[config.mk]
export PLATFORM = sky130hd
export DESIGN_NAME = llsc_monitor
export DESIGN_NICKNAME = d
export VERILOG_FILES = /design/src/rtl/llsc_pkg.sv /design/src/rtl/llsc_arb.sv /design/src/rtl/llsc_resv.sv /design/src/rtl/llsc_mem.sv /design/src/rtl/llsc_monitor.sv
export SDC_FILE = /design/constraint.sdc
export NUM_CORES = 1
export LEC_CHECK = 0
export ABC_CLOCK_PERIOD_IN_PS = 17450
export CORE_MARGIN = 4
export CORE_UTILIZATION = 35
export DETAILED_ROUTE_END_ITERATION = 8
export DONT_BUFFER_PORTS = 1
export REMOVE_ABC_BUFFERS = 1
export SLEW_MARGIN = 30
export SYNTH_ARGS = -nofsm -noshare
export SYNTH_HDL_FRONTEND = slang
export SYNTH_SLANG_ARGS = --single-unit
[constraint.sdc]
create_clock -name clk -period 17.45 [get_ports clk]
set_input_delay 2.6175 -clock clk [delete_from_list [all_inputs] [get_ports clk]]
set_output_delay 2.6175 -clock clk [all_outputs]
set_load 0.02 [all_outputs]
[src/rtl/llsc_pkg.sv]
package llsc_pkg;

    localparam int NPORT = 2;
    localparam int PW    = $clog2(NPORT);

    typedef enum logic [1:0] {
        OP_READ  = 2'b00,
        OP_WRITE = 2'b01,
        OP_LINK  = 2'b10,
        OP_COND  = 2'b11
    } op_e;

    function automatic logic is_plain_write(input op_e op);
        return op == OP_WRITE;
    endfunction

    function automatic logic returns_word(input op_e op);
        return (op == OP_READ) || (op == OP_LINK);
    endfunction

endpackage

[src/rtl/llsc_arb.sv]
module llsc_arb
    import llsc_pkg::*;
(
    input  logic [NPORT-1:0] req,
    output logic [NPORT-1:0] ready,
    output logic [NPORT-1:0] gnt,
    output logic [PW-1:0]    gnt_id
);

    genvar gi;
    generate
        for (gi = 0; gi < NPORT; gi++) begin : g_prio
            if (gi == 0) begin : g_top
                assign ready[gi] = 1'b1;
            end else begin : g_low
                assign ready[gi] = ~(|req[gi-1:0]);
            end
            assign gnt[gi] = req[gi] & ready[gi];
        end
    endgenerate

    always_comb begin
        gnt_id = '0;
        for (int i = NPORT - 1; i >= 0; i--) begin
            if (gnt[i]) gnt_id = PW'(i);
        end
    end

endmodule

[src/rtl/llsc_resv.sv]
module llsc_resv
    import llsc_pkg::*;
#(
    parameter int AW = 4
) (
    input  logic          clk,
    input  logic          rst,
    input  logic          own_go,
    input  op_e           cur_op,
    input  logic [AW-1:0] cur_addr,
    input  logic          wr_en,
    output logic          hit
);

    typedef struct packed {
        logic          valid;
        logic [AW-1:0] addr;
    } resv_t;

    resv_t r_q;
    logic  addr_eq;

    assign addr_eq = (r_q.addr == cur_addr);
    assign hit     = r_q.valid & addr_eq;

    always_ff @(posedge clk) begin
        if (rst) begin
            r_q <= '0;
        end else if (own_go) begin
            if (cur_op == OP_LINK) begin
                r_q.valid <= 1'b1;
                r_q.addr  <= cur_addr;
            end else if (cur_op == OP_COND) begin
                r_q.valid <= 1'b0;
            end
        end else if (wr_en && hit) begin
            r_q.valid <= 1'b0;
        end
    end

endmodule

[src/rtl/llsc_mem.sv]
module llsc_mem #(
    parameter int AW = 4,
    parameter int DW = 32
) (
    input  logic          clk,
    input  logic          rst,
    input  logic          we,
    input  logic [AW-1:0] addr,
    input  logic [DW-1:0] wdata,
    output logic [DW-1:0] rdata_q
);

    localparam int DEPTH = 1 << AW;

    logic [DW-1:0] words [DEPTH];

    always_ff @(posedge clk) begin
        if (rst) begin
            for (int i = 0; i < DEPTH; i++) words[i] <= '0;
            rdata_q <= '0;
        end else begin
            rdata_q <= words[addr];
            if (we) words[addr] <= wdata;
        end
    end

endmodule

[src/rtl/llsc_monitor.sv]
module llsc_monitor
    import llsc_pkg::*;
#(
    parameter int AW = 4,
    parameter int DW = 32
) (
    input  logic          clk,
    input  logic          rst,
    input  logic          p0_req,
    input  logic [1:0]    p0_op,
    input  logic [AW-1:0] p0_addr,
    input  logic [DW-1:0] p0_wdata,
    output logic          p0_ready,
    output logic          p0_rvalid,
    output logic [DW-1:0] p0_rdata,
    input  logic          p1_req,
    input  logic [1:0]    p1_op,
    input  logic [AW-1:0] p1_addr,
    input  logic [DW-1:0] p1_wdata,
    output logic          p1_ready,
    output logic          p1_rvalid,
    output logic [DW-1:0] p1_rdata
);

    typedef struct packed {
        op_e           op;
        logic [AW-1:0] addr;
        logic [DW-1:0] wdata;
    } access_t;

    access_t          acc   [NPORT];
    logic [NPORT-1:0] req_v;
    logic [NPORT-1:0] rdy_v;
    logic [NPORT-1:0] gnt_v;
    logic [PW-1:0]    gnt_id;
    logic [NPORT-1:0] hit_v;

    access_t          cur;
    logic             cur_go;
    logic             cond_ok;
    logic             wr_en;

    logic [NPORT-1:0] rvalid_q;
    op_e              kind_q;
    logic             status_q;
    logic [DW-1:0]    mem_q;
    logic [DW-1:0]    resp;

    assign acc[0] = '{op: op_e'(p0_op), addr: p0_addr, wdata: p0_wdata};
    assign acc[1] = '{op: op_e'(p1_op), addr: p1_addr, wdata: p1_wdata};
    assign req_v  = {p1_req, p0_req};

    llsc_arb i_arb (
        .req    (req_v),
        .ready  (rdy_v),
        .gnt    (gnt_v),
        .gnt_id (gnt_id)
    );

    assign cur     = acc[gnt_id];
    assign cur_go  = |gnt_v;
    assign cond_ok = hit_v[gnt_id] & (cur.op == OP_COND);
    assign wr_en   = cur_go & (is_plain_write(cur.op) | cond_ok);

    genvar gp;
    generate
        for (gp = 0; gp < NPORT; gp++) begin : g_port
            llsc_resv #(.AW(AW)) i_resv (
                .clk      (clk),
                .rst      (rst),
                .own_go   (gnt_v[gp]),
                .cur_op   (cur.op),
                .cur_addr (cur.addr),
                .wr_en    (wr_en),
                .hit      (hit_v[gp])
            );
        end
    endgenerate

    llsc_mem #(.AW(AW), .DW(DW)) i_mem (
        .clk     (clk),
        .rst     (rst),
        .we      (wr_en),
        .addr    (cur.addr),
        .wdata   (cur.wdata),
        .rdata_q (mem_q)
    );

    always_ff @(posedge clk) begin
        if (rst) begin
            rvalid_q <= '0;
            kind_q   <= OP_READ;
            status_q <= 1'b0;
        end else begin
            rvalid_q <= gnt_v;
            if (cur_go) begin
                kind_q   <= cur.op;
                status_q <= cond_ok;
            end
        end
    end

    always_comb begin
        if (returns_word(kind_q))   resp = mem_q;
        else if (kind_q == OP_COND) resp = {{(DW-1){1'b0}}, status_q};
        else                        resp = '0;
    end

    assign p0_ready  = rdy_v[0];
    assign p1_ready  = rdy_v[1];
    assign p0_rvalid = rvalid_q[0];
    assign p1_rvalid = rvalid_q[1];
    assign p0_rdata  = rvalid_q[0] ? resp : '0;
    assign p1_rdata  = rvalid_q[1] ? resp : '0;

endmodule

==> results of run 1 <==
==> routing by layer <==
layer	GRT usage, %	share of wire (%)	up-vias
met4	4.97	2.2	0
met1	24.1	42	7815
met5	0	0	-
met3	2.65	7.5	99
met2	29.7	49	638
li1	-	-	6775
==> cells in the mapped netlist, types with 6 or more instances <==
library cell  number  area share [%]
inv_1              6           0.092
buf_2             48            0.98
buf_1             12            0.18
a21oi_1            7            0.14
o21ai_1            7            0.14
a41oi_1           32             1.1
o21ai_0           19            0.39
mux4_2           128              12
clkbuf_1          66             1.0
nor2b_1           12            0.31
nand3_1            7            0.14
edfxtp_1         512              63
dfxtp_1           47             3.8
nor2_1           524             8.0
and2_1            60             1.5
nand2_1          371             5.7
buf_4              9            0.27
==> worst register-to-register path, stage by stage (launching register included) <==
cell and delay (ps):
dfxtp_1 330, nor2b_1 130, o21ai_0 250, o2111ai_1 220, nor4_4 520, o311ai_4 160, buf_6 340, buf_4 580
o21ai_4 810, buf_4 440
==> state kept, by name (all words and copies together) (netlist names) <==
| signal | count |
|---|---|
| g_port.i_resv.r_q | 10 |
| i_mem.rdata_q | 32 |
| i_mem.words | 512 |
| kind_q | 2 |
| rvalid_q | 2 |
| status_q | 1 |
==> area by class of cell <==
cell class / count / area (sq um)
well taps: 931 / 1160
clock inverters: 39 / 292
repair buffers: 40 / 408
inverters: 6 / 22.5
fillers: 6437 / 41400
flip-flops and latches: 559 / 16300
clock buffers: 72 / 1530
multi-input cells: 1219 / 7970
==> path summary, 6_finish.rpt <==
check / slack, ps / startpoint / end
worst max-delay path: 10440 / p0_req / i_mem.words[13][3]
worst min-delay path: 490 / status_q / status_q
worst max register to register: 13340 / g_port[0].i_resv.r_q[1] / i_mem.words[13][3]
worst min register to register: 490 / status_q / status_q
==> power by group <==
group | switching (uW) | leakage (uW) | internal (uW)
Clock | 530 | 0.000885 | 667
Combinational | 162 | 0.00242 | 76.6
Sequential | 12.5 | 0.00588 | 1500
Total | 704 | 0.00919 | 2240
==> cell families after synthesis <==
group	count (synthesis)	share of synthesized area, %
other	1	0.0153
muxes	135	12.1
and+or+nand+nor	988	16.1
AOI/OAI and AO/OA	92	2.81
DFF	559	66.4
buffers and inverters	141	2.53
xor gates and xnor gates	3	0.107
==> metrics by stage <==
step            TNS, ps  worst slack [ps]
3_3_place_gp          0              9400
4_1_cts               0             10020
6_report              0             10440
2_1_floorplan  -2187320             -6540
5_1_grt               0             10190
3_5_place_dp          0              9310
==> out/results.txt, run 1 <==
outcome - finished, final reports clean
IO Pins - 148
grt ovf - 0
Hold Vio Cnt, Final - 0
final net count - 1965
crit-path max FO - 68
initial antenna violation count - 0
Ant. Diodes - 0
CTS tree - built
RSZ-0062 raised after global routing - no
minimum hold slack - 486 ps
DR WL/cell - 23.4 microns
die area - 0.0746 sq mm
Critical Path Most Common Cell - buf_4
peak supply drop - 0.0761 mV
setup violators final - 0
P&R area growth vs syn - 12.6%
most frequent cells in the layout - nor2_1 (524), edfxtp_1 (512), nand2_1 (370)
Tightest Hold Check Type - flop to flop
Unique masters post-synth - 42
Worst EP arrival - 7320 ps
crit-path leading delay family - buffers and inverters
FP Rows - 96
Core Region - 0.0691 sq mm
clock buffer depth - 3
P_leak - 0.00919 uW
ys async rst share - 0%
crit path time final - 7010 ps
Post-CTS Setup Inserts - 0
period utilization - 40.2%
Max Cap Violations - 0
total power - 2950 uW
DRT Wirelength - 67000 microns
Vias - 15300
main flop type after synthesis - edfxtp_1
sequential cell area fraction in the yosys report - 66.4%
number of synthesized register bits - 559
clk_lat worst skew - 630 ps
Initial DRC Count - 1478
placed inst area - 0.0259 sq mm
Stages on worst setup path - 10
headroom to the max-slew limit - 33.9%
worst endpoint required time - 17760 ps
Post-Syn Area per Cell - 12.8 sq um
final non-filler cell total - 2866
synth warn - 0
Die X - 273 microns
first-pass GRT wire length - 99200 microns
Hold Path Depth - 2
Worst Clk Skew - 15.5 ps
commonest non-fill, non-tap cell in the layout - nor2_1
Critical-path top delay cell - o21ai_4
post-CTS sizing - 0
overall global routing resource usage - 17.7%
hold buffer count at CTS - 0
Initial Util - 35.6%
CP endpoint kind - flop
Critical path buffers and inverters - 4
Max stage delay on crit path - 750 ps
critical-path cell list - nand2b_4, mux2i_4, buf_4, o2111ai_1, nor4_4, o311ai_4, buf_6, buf_4, o21ai_4, buf_4
Post-synth EDFFs - 512
PD cells - 106 mW/mm^2
Crit Path Category - input pin to flop
Inst Count DP - 2755
Via-to-Cell Ratio - 5.35
CTS H-Tree Depth - 2
Post-Layout Inst Area - 0.0277 sq mm
DRC errors left - 0
via count of the first global-routing pass - 15600
Final Max Slew Viols - 0
Mapped Cells - 1919
HPWL Detailed - 38500 microns
TritonRoute pass-1 iters - 6
layout cells sized above 1 - 14.6%
ANT nets after route - 0
Buffers on Ports - 0
final RePlAce weighted congestion - 0.746
Worst Tran Pin Value - 966 ps
Worst Reg-to-Reg Cells - 9
Finished Core Util - 40.1%
Inserted Clock Buffers - 59
# clock sinks - 559
largest net degree at the start of global routing - 83
root buf cell - clkbuf_16
Mapped Area - 0.0246 sq mm
CP startpoint kind - input pin
Die Height - 273 microns
Max Freq - 143 MHz
clock-pin transition on the worst setup and hold timing paths - 60 ps
(Power assumes the default switching activity.)
==> run 2, diff against run 1 <==
--- a/config.mk
+++ b/config.mk
@@ -5,7 +5,7 @@
 export SDC_FILE = /design/constraint.sdc
 export NUM_CORES = 1
 export LEC_CHECK = 0
-export ABC_CLOCK_PERIOD_IN_PS = 17450
+export ABC_CLOCK_PERIOD_IN_PS = 6150
 export CORE_MARGIN = 4
 export CORE_UTILIZATION = 35
 export DETAILED_ROUTE_END_ITERATION = 8
==> constraint.sdc (replaced) <==
create_clock -name clk -period 6.15 [get_ports clk]
set_input_delay 0.9225 -clock clk [delete_from_list [all_inputs] [get_ports clk]]
set_output_delay 0.9225 -clock clk [all_outputs]
set_load 0.02 [all_outputs]
==> out/results.txt, run 2 (synthesis results as in run 1) <==
headroom to the max-slew limit - 34.1% (+0.20 points)
peak supply drop - 0.188 mV (+150%)
Hold Vio Cnt, Final - 0 (unchanged)
hold buffer count at CTS - 0 (unchanged)
FP Rows - 96 (unchanged)
via count of the first global-routing pass - 15700 (+0.26%)
final net count - 1980 (+0.76%)
worst setup margin - 1970 ps (-8470 ps)
post-CTS sizing - 0 (unchanged)
grt ovf - 0 (unchanged)
Worst Clk Skew - 23.9 ps (+8.44 ps)
Post-CTS Setup Inserts - 0 (unchanged)
root buf cell - clkbuf_16
Final Max Slew Viols - 0 (unchanged)
minimum hold slack - 390 ps (-95.2 ps)
Tightest Hold Check Type - input pin to flop
# clock sinks - 559 (unchanged)
WL met2 - 33100 microns (+1.3%)
ANT nets after route - 0 (unchanged)
Core Region - 0.0691 sq mm (unchanged)
DRC errors left - 0 (unchanged)
Die Height - 273 microns (unchanged)
Worst EP arrival - 4530 ps (-2790 ps)
Initial DRC Count - 1321 (-11%)
first-pass GRT wire length - 99700 microns (+0.51%)
Buffers on Ports - 0 (unchanged)
outcome - finished, final reports clean
IO Pins - 148 (unchanged)
Die X - 273 microns (unchanged)
Max Freq - 239 MHz
Via-to-Cell Ratio - 5.29 (-1.1%)
crit path time final - 4180 ps
commonest non-fill, non-tap cell in the layout - nor2_1
highest routed layer - met4
biggest regs - i_mem.words x512, i_mem.rdata_q x32, g_port.i_resv.r_q x10
Inserted Clock Buffers - 59 (unchanged)
TritonRoute pass-1 iters - 5 (-1)
clock-pin transition on the worst setup and hold timing paths - 60 ps (about the same)
CP startpoint kind - input pin
CTS tree - built
worst endpoint required time - 6500 ps (-11260 ps)
Worst Tran Pin Value - 988 ps (+22.0 ps)
max FFs per register - 512 (unchanged)
Post-Place Worst Slack - 1330 ps (-7980 ps)
most frequent cells in the layout - nor2_1 (524), edfxtp_1 (512), nand2_1 (370)
P_leak - 0.00935 uW (+1.8%)
PD cells - 304 mW/mm^2 (+190%)
Crit Path Category - input pin to flop
CTS H-Tree Depth - 2 (unchanged)
clk_lat worst skew - 640 ps (about the same)
DR WL/cell - 23.2 microns (-0.79%)
Max Cap Violations - 0 (unchanged)
HPWL Detailed - 38600 microns (+0.29%)
period utilization - 68.0%
CP endpoint kind - flop
layout cells sized above 1 - 15.4% (+0.87 points)
die area - 0.0746 sq mm (unchanged)
setup violators final - 0 (unchanged)
Largest Register - i_mem.words
RSZ-0062 raised after global routing - no
initial antenna violation count - 0 (unchanged)
clock buffer depth - 3 (unchanged)
largest net degree at the start of global routing - 109 (+31%)
overall global routing resource usage - 17.9% (+0.17 points)
final RePlAce weighted congestion - 0.747 (+0.17%)
DRT Wirelength - 66800 microns (-0.31%)
# fillers - 6391 (-0.71%)
crit-path max FO - 58 (-15%)
Ant. Diodes - 0 (unchanged)
P&R area growth vs syn - 14.0%
M1 WL - 27500 microns (-1.1%)
Initial Util - 35.6% (unchanged)
Vias - 15200 (-0.64%)
setup TNS - 0 ps (unchanged)
WL met3 - 5010 microns (-0.22%)
[run 2: cell types whose count changed in the layout (fill, tap and decap cells not counted), sizes merged]
cell	before	now
clkinv	29	19
bufinv	3	6
clkbuf	72	82
buf	40	55
inv	11	7
[run 2: per-stage QoR]
stage / util, % / total power, uW / cell area (sq um) / std cells
floorplan: - / 4840 / 24000 / 1784
global placement: 37.6 / 5040 / 25900 / 2764
detailed placement: 37.7 / 5060 / 26000 / 2767
CTS: 40.5 / 8610 / 28000 / 2877
global route: 40.6 / 8840 / 28000 / 2880
finish: 40.6 / 8530 / 28000 / 2880
[run 2: power breakdown]
part,switching [uW],internal [uW]
Clock,1480,2080
Sequential,38.3,4250
Combinational,454,229
Total,1970,6560
[run 2: per-layer routing]
layer	up-vias	track usage [%]
li1	6809	-
met2	564	30.2
met1	7777	23.9
met5	-	0
met4	0	4.22
met3	79	3.54
[run 2: worst paths after layout]
check / startpoint / cells after the start / endpoint / slack [ps]
max: p0_req / 9 / i_mem.words[13][17] / 1970
max reg2reg: g_port[0].i_resv.r_q[1] / 9 / i_mem.words[13][17] / 2610
min reg2reg: status_q / 2 / status_q / 490
min: rst / 1 / rvalid_q[0] / 390
[run 2: critical path, stage by stage]
cell,delay [ps]
nand2b_4,500
mux2_4,410
o21ai_0,240
nor4_2,90
buf_4,190
o311ai_4,570
buf_4,650
buf_4,750
nor2_1,130
[run 2: cell type report]
cell class / count / area (sq um) / share of cell area, %
clock buffer: 82 / 1610 / 5.75
multi-input combinational: 1219 / 7960 / 28.4
inverter: 6 / 22.5 / 0.0803
clock inverter: 28 / 327 / 1.16
tap: 931 / 1160 / 4.15
sequential: 559 / 16300 / 58.2
timing repair buffer: 55 / 637 / 2.27
